## src/rtl/uart_tx_pkg.sv

```systemverilog
package uart_tx_pkg;

    typedef enum logic [1:0] {
        REG_DATA = 2'd0,
        REG_CTRL = 2'd1,
        REG_DIV  = 2'd2,
        REG_STAT = 2'd3
    } reg_addr_e;

    // packed: first member is the most significant bit (bit 4 .. bit 0)
    typedef struct packed {
        logic done_ie;   // bit 4
        logic empty_ie;  // bit 3
        logic bit8;      // bit 2
        logic nine;      // bit 1
        logic en;        // bit 0
    } ctrl_t;

    localparam int CTRL_W = $bits(ctrl_t);

endpackage

```

## src/rtl/uart_tx_tick.sv

```systemverilog
module uart_tx_tick #(
    parameter int DIV_W = 8
) (
    input  logic             clk,
    input  logic             rst_n,
    input  logic [DIV_W-1:0] div,
    output logic             tick
);
    logic [DIV_W-1:0] cnt_d, cnt_q;

    // a tick every (div+1) clocks; >= keeps it sane if div shrinks
    assign tick = (cnt_q >= div);

    always_comb begin
        cnt_d = tick ? '0 : cnt_q + 1'b1;
    end

    always_ff @(posedge clk or negedge rst_n) begin
        if (!rst_n) cnt_q <= '0;
        else        cnt_q <= cnt_d;
    end
endmodule

```

## src/rtl/uart_tx_shift.sv

```systemverilog
module uart_tx_shift #(
    parameter int DATA_W = 8,
    parameter int OVS    = 16
) (
    input  logic              clk,
    input  logic              rst_n,
    input  logic              tick,
    input  logic              hold_valid,
    input  logic              tx_en,
    input  logic [DATA_W-1:0] hold_data,
    input  logic              hold_nine,
    input  logic              hold_b8,
    output logic              txd,
    output logic              take,
    output logic              finish
);
    localparam int FRAME_W = DATA_W + 3;
    localparam int SUB_W   = $clog2(OVS);
    localparam int IDX_W   = $clog2(FRAME_W);
    localparam logic [SUB_W-1:0] SUB_LAST  = SUB_W'(OVS - 1);
    localparam logic [IDX_W-1:0] LAST_NINE = IDX_W'(FRAME_W - 1);
    localparam logic [IDX_W-1:0] LAST_EIGHT = IDX_W'(FRAME_W - 2);

    typedef struct packed {
        logic               busy;
        logic [FRAME_W-1:0] frame;
        logic [SUB_W-1:0]   sub;
        logic [IDX_W-1:0]   idx;
        logic [IDX_W-1:0]   last;
    } sh_t;

    sh_t s_d, s_q;
    logic load;

    always_comb begin
        s_d    = s_q;
        load   = 1'b0;
        finish = 1'b0;
        if (tick) begin
            if (!s_q.busy) begin
                load = hold_valid && tx_en;
            end else if (s_q.sub == SUB_LAST) begin
                if (s_q.idx == s_q.last) begin
                    // frame ends: a held byte goes out even if disabled
                    if (hold_valid) load = 1'b1;
                    else begin
                        s_d.busy = 1'b0;
                        finish   = 1'b1;
                    end
                end else begin
                    s_d.frame = {1'b1, s_q.frame[FRAME_W-1:1]};
                    s_d.idx   = s_q.idx + 1'b1;
                    s_d.sub   = '0;
                end
            end else begin
                s_d.sub = s_q.sub + 1'b1;
            end
        end
        if (load) begin
            s_d.busy  = 1'b1;
            s_d.sub   = '0;
            s_d.idx   = '0;
            s_d.frame = {1'b1, (hold_nine ? hold_b8 : 1'b1), hold_data, 1'b0};
            s_d.last  = hold_nine ? LAST_NINE : LAST_EIGHT;
        end
        take = load;
    end

    always_ff @(posedge clk or negedge rst_n) begin
        if (!rst_n) s_q <= '0;
        else        s_q <= s_d;
    end

    assign txd = s_q.busy ? s_q.frame[0] : 1'b1;
endmodule

```

## src/rtl/uart_tx_top.sv

```systemverilog
module uart_tx_top
    import uart_tx_pkg::*;
#(
    parameter int DATA_W = 8,
    parameter int DIV_W  = 8,
    parameter int OVS    = 16
) (
    input  logic              clk,
    input  logic              rst_n,
    input  logic              bus_wr,
    input  logic [1:0]        bus_addr,
    input  logic [DATA_W-1:0] bus_wdata,
    input  logic              done_ack,
    output logic              txd,
    output logic              hold_empty,
    output logic              tx_done,
    output logic              irq_empty,
    output logic              irq_done
);
    typedef struct packed {
        ctrl_t             ctrl;
        logic [DIV_W-1:0]  div;
        logic [DATA_W-1:0] hold_data;
        logic              hold_nine;
        logic              hold_b8;
        logic              hold_full;
        logic              done;
    } regs_t;

    regs_t r_d, r_q;
    logic  tick, take, finish;

    uart_tx_tick #(.DIV_W(DIV_W)) u_tick (
        .clk  (clk),
        .rst_n(rst_n),
        .div  (r_q.div),
        .tick (tick)
    );

    uart_tx_shift #(.DATA_W(DATA_W), .OVS(OVS)) u_shift (
        .clk       (clk),
        .rst_n     (rst_n),
        .tick      (tick),
        .hold_valid(r_q.hold_full),
        .tx_en     (r_q.ctrl.en),
        .hold_data (r_q.hold_data),
        .hold_nine (r_q.hold_nine),
        .hold_b8   (r_q.hold_b8),
        .txd       (txd),
        .take      (take),
        .finish    (finish)
    );

    always_comb begin
        r_d = r_q;
        if (take) r_d.hold_full = 1'b0;
        if (bus_wr) begin
            case (reg_addr_e'(bus_addr))
                REG_DATA: begin
                    r_d.hold_data = bus_wdata;
                    r_d.hold_nine = r_q.ctrl.nine;
                    r_d.hold_b8   = r_q.ctrl.bit8;
                    r_d.hold_full = 1'b1;
                end
                REG_CTRL: r_d.ctrl = ctrl_t'(bus_wdata[CTRL_W-1:0]);
                REG_DIV:  r_d.div  = bus_wdata[DIV_W-1:0];
                REG_STAT: if (bus_wdata[0]) r_d.done = 1'b0;
                default:  ;
            endcase
        end
        if (done_ack) r_d.done = 1'b0;
        if (finish)   r_d.done = 1'b1;
    end

    always_ff @(posedge clk or negedge rst_n) begin
        if (!rst_n) r_q <= '0;
        else        r_q <= r_d;
    end

    assign hold_empty = !r_q.hold_full;
    assign tx_done    = r_q.done;
    assign irq_empty  = r_q.ctrl.empty_ie && !r_q.hold_full;
    assign irq_done   = r_q.ctrl.done_ie && r_q.done;
endmodule

```

## config.mk

```make
export PLATFORM = sky130hd
export DESIGN_NAME = uart_tx_top
export DESIGN_NICKNAME = d
export VERILOG_FILES = /design/src/rtl/uart_tx_pkg.sv /design/src/rtl/uart_tx_tick.sv /design/src/rtl/uart_tx_shift.sv /design/src/rtl/uart_tx_top.sv
export SDC_FILE = /design/constraint.sdc
export NUM_CORES = 1
export LEC_CHECK = 0
export BUFFER_PORTS_ARGS = -buffer_cell sky130_fd_sc_hd__buf_2
export CAP_MARGIN = 20
export CORE_MARGIN = 2
export CORE_UTILIZATION = 31
export CTS_CLUSTER_DIAMETER = 80
export CTS_CLUSTER_SIZE = 8
export DETAILED_ROUTE_END_ITERATION = 16
export SLEW_MARGIN = 20
export SYNTH_ARGS = -nofsm -noshare
export SYNTH_HDL_FRONTEND = slang
export SYNTH_SLANG_ARGS = --single-unit
export TNS_END_PERCENT = 50
```

## constraint.sdc

```tcl
create_clock -name clk -period 3 [get_ports clk]
set_clock_uncertainty 0.2 [all_clocks]
set_input_delay 0.3 -clock clk [delete_from_list [all_inputs] [get_ports clk]]
set_output_delay 0.3 -clock clk [all_outputs]
set_load 0.02 [all_outputs]
```

==> summary.txt <==
Critical path
  • CP required: 3000 ps
  • Reg2Reg Depth: 6
  • Max Fanout on Critical Path: 15
  • Reg2reg start: u_shift.s_q[8]
  • Critical path class: reg2reg
  • Startpoint types: register
  • Reg2Reg Setup Slack: 200 ps
  • Crit. End Element: register
  • Worst EP arrival: 2800 ps
  • Reg-to-reg endpoint: u_shift.s_q[13]

Drt
  • Vias: 1831
  • Initial DRT Pass Iterations: 4
  • Remaining DRCs: 0
  • Vias per inst: 5.10
  • DR iter-0 viols: 121
  • Antenna Nets Post-Route: 0
  • Routed WL: 5520 um
  • Routed WL per cell: 15.4 um

GRT
  • Largest net degree at the start of global routing: 33
  • Vias in the first global route: 1771
  • Total track usage: 0.120
  • Remaining global-route overflow: 0
  • Initial antenna violation count: 0
  • First-pass GRT wire length: 9250 um

Power and ir drop
  • NetSw: 749 uW
  • P_leak: 1.40 nW
  • Seq pwr share: 0.477
  • Internal: 1.47 mW
  • Net switching fraction of the power: 0.338
  • Worst IR Drop VDD: 245 uV
  • Power density cells: 714 nW/um2
  • Logic pwr share: 0.325
  • Clock power share: 0.198
  • Final Power: 2.22 mW

Timing
  • Max Fclk: 357 MHz
  • Period utilization: 0.933
  • Post-route setup TNS: 0 ps
  • Tmin final: 2800 ps
  • Slew Limit Fails: 0
  • RSZ-0062 raised after global routing: false
  • Endpoints failing hold: 0
  • Setup-failing EPs final: 0
  • Relative slew slack: 0.405
  • Least-Margin Pin Slew: 892 ps

Outcome
  • Outcome: finished, final reports clean

Final layout
  • Area grow syn2layout: 11.2%
  • FILL cells: 848
  • Commonest non-fill, non-tap cell in the layout: dfrtp_1
  • Antenna diode count: 0
  • Final nets: 276
  • Most frequent cells in the layout: dfrtp_1, mux2_2, buf_2
  • FF+latch area: 1400 um2
  • Share of cells above drive strength 1: 0.311
  • Multi-input logic area: 1270 um2

Yosys
  • Post-synth cell types: 46
  • Register bit count reported by yosys: 56
  • Number of synthesized flops with an enable pin: 0
  • Syn Inst Count: 226
  • Ys async rst share: 1.00
  • Yosys warning count: 0
  • Post-Syn Nets: 251
  • Ys flop type: dfrtp_1
  • Avg Cell Area, Syn: 12.4 um2
  • Seq/Total Area, Yosys: 0.502
  • Mapped Area: 2790 um2

Placed design
  • Buffers on Ports: 18
  • DP Wirelength: 4040 um
  • Final RePlAce weighted congestion: 0.738

CTS
  • Clock latency at the later pin of the worst-skew pair: 310 ps
  • Clock slew at reported path FFs: 100 ps
  • Post-CTS sizing: 0
  • Num CTS Buffers: 5
  • CTS tree: yes
  • Sink Count: 56
  • Total number of H-tree levels: 2
  • CTS root buffer: clkbuf_8
  • Clk buf depth: 2

Job
  • Max-cap violation count: 0

Die
  • I/O pin count: 19
  • Core ar.: 8720 um2
  • DIE WIDTH: 98.9 um
  • Row count: 34
  • Area of the die: 9780 um2
  • Initial core utilization: 0.320
  • Die Ht: 98.9 um

Min path
  • Hold Path Class: in2reg
  • Hold Path Depth: 2
  • Worst Hold End: r_q[19]
  • Hold Path Origin: bus_wdata[7]
==> final cells by class <==
type	instances	area share
multi-input combinational	148	0.409
inverter	15	0.0181
sequential	56	0.452
clock buffer	7	0.0310
timing repair buffer	25	0.0468
tap	108	0.0435
==> flip-flops by register name (all words and copies together) (netlist names) <==
| register | flops |
|---|---|
| u_shift.s_q | 23 |
| u_tick.cnt_q | 8 |
| r_q | 24 |
| tx_done | 1 |
==> repair_timing <==
item,CTS,global route
setup buffers,0,0
hold endpoints to repair,30,0
setup endpoints to repair,0,0
hold buffers,1,0
==> synthesized netlist by cell type (all sizes together) (2+ instances only) <==
library cell | instances | share of area
and2 | 2 | 0.0045
nand4 | 3 | 0.0067
a22o | 2 | 0.0063
nand3 | 11 | 0.020
a21oi | 6 | 0.012
mux2i | 2 | 0.0072
buf | 3 | 0.012
mux2 | 35 | 0.15
or2b | 2 | 0.0063
ha | 11 | 0.049
nand2b | 5 | 0.011
inv | 15 | 0.020
or2 | 3 | 0.0076
a31oi | 2 | 0.0067
xor2 | 5 | 0.016
xnor2 | 4 | 0.013
nor2 | 11 | 0.015
a32o | 10 | 0.036
clkbuf | 3 | 0.0076
o211ai | 2 | 0.0054
o41ai | 2 | 0.0063
dfrtp | 56 | 0.50
and3 | 3 | 0.0072
nand2 | 5 | 0.0067
o21ai | 5 | 0.010
nand3b | 5 | 0.013
==> metal layers <==
layer,vias up,global-route usage,part of all wire
met4,0,0.0369,0.015
li1,875,-,-
met5,-,0,0
met2,36,0.176,0.44
met1,913,0.178,0.51
met3,7,0.0241,0.031
==> kinds of logic after synthesis <==
group / synth area share
adder cells (fa/ha/maj): 0.0493
AO/OA/AOI/OAI: 0.107
XOR/XNOR: 0.0282
multiplexers: 0.155
AND/OR/NAND/NOR: 0.115
buffers and inverters: 0.0435
flip-flops: 0.502
==> critical path, stage by stage (launching register included) <==
cell,delay [ps]
dfrtp_1,410
ha_1,220
and3_2,250
nand2_1,160
or2_4,290
a221oi_4,750
mux2_2,410
==> worst max path at each step <==
stage	start	endpoint	slack [ps]	cells after the start
6_report	u_shift.s_q[8]	u_shift.s_q[13]	200	6
5_1_grt	u_shift.s_q[8]	u_shift.s_q[13]	90	6
4_1_cts	u_shift.s_q[8]	u_shift.s_q[13]	210	6
3_5_place_dp	u_shift.s_q[8]	u_shift.s_q[13]	220	6
3_3_place_gp	u_shift.s_q[8]	u_shift.s_q[14]	320	6
2_1_floorplan	u_tick.cnt_q[0]	u_shift.s_q[17]	510	8
==> per-stage QoR <==
step / hold WS (ps) / setup WS, ps / util / cells / cell area [um2]
2_1_floorplan: -196 / 513 / - / 226 / 2790
3_3_place_gp: 204 / 320 / 0.344 / 351 / 3000
3_5_place_dp: 201 / 224 / 0.344 / 351 / 3000
4_1_cts: 39.6 / 206 / 0.356 / 359 / 3100
5_1_grt: 27.4 / 90.7 / 0.356 / 359 / 3100
6_report: 43.3 / 200 / 0.356 / 359 / 3100
==> power groups by stage <==
stage	Sequential (mW)	Clock (mW)	Combinational, mW
floorplan	1.02	0	0.612
global placement	1.06	0	0.703
detailed placement	1.07	0	0.724
CTS	1.06	0.457	0.726
global route	1.08	0.488	0.810
finish	1.06	0.439	0.720
Note: power is estimated with default switching activity, not from simulation.
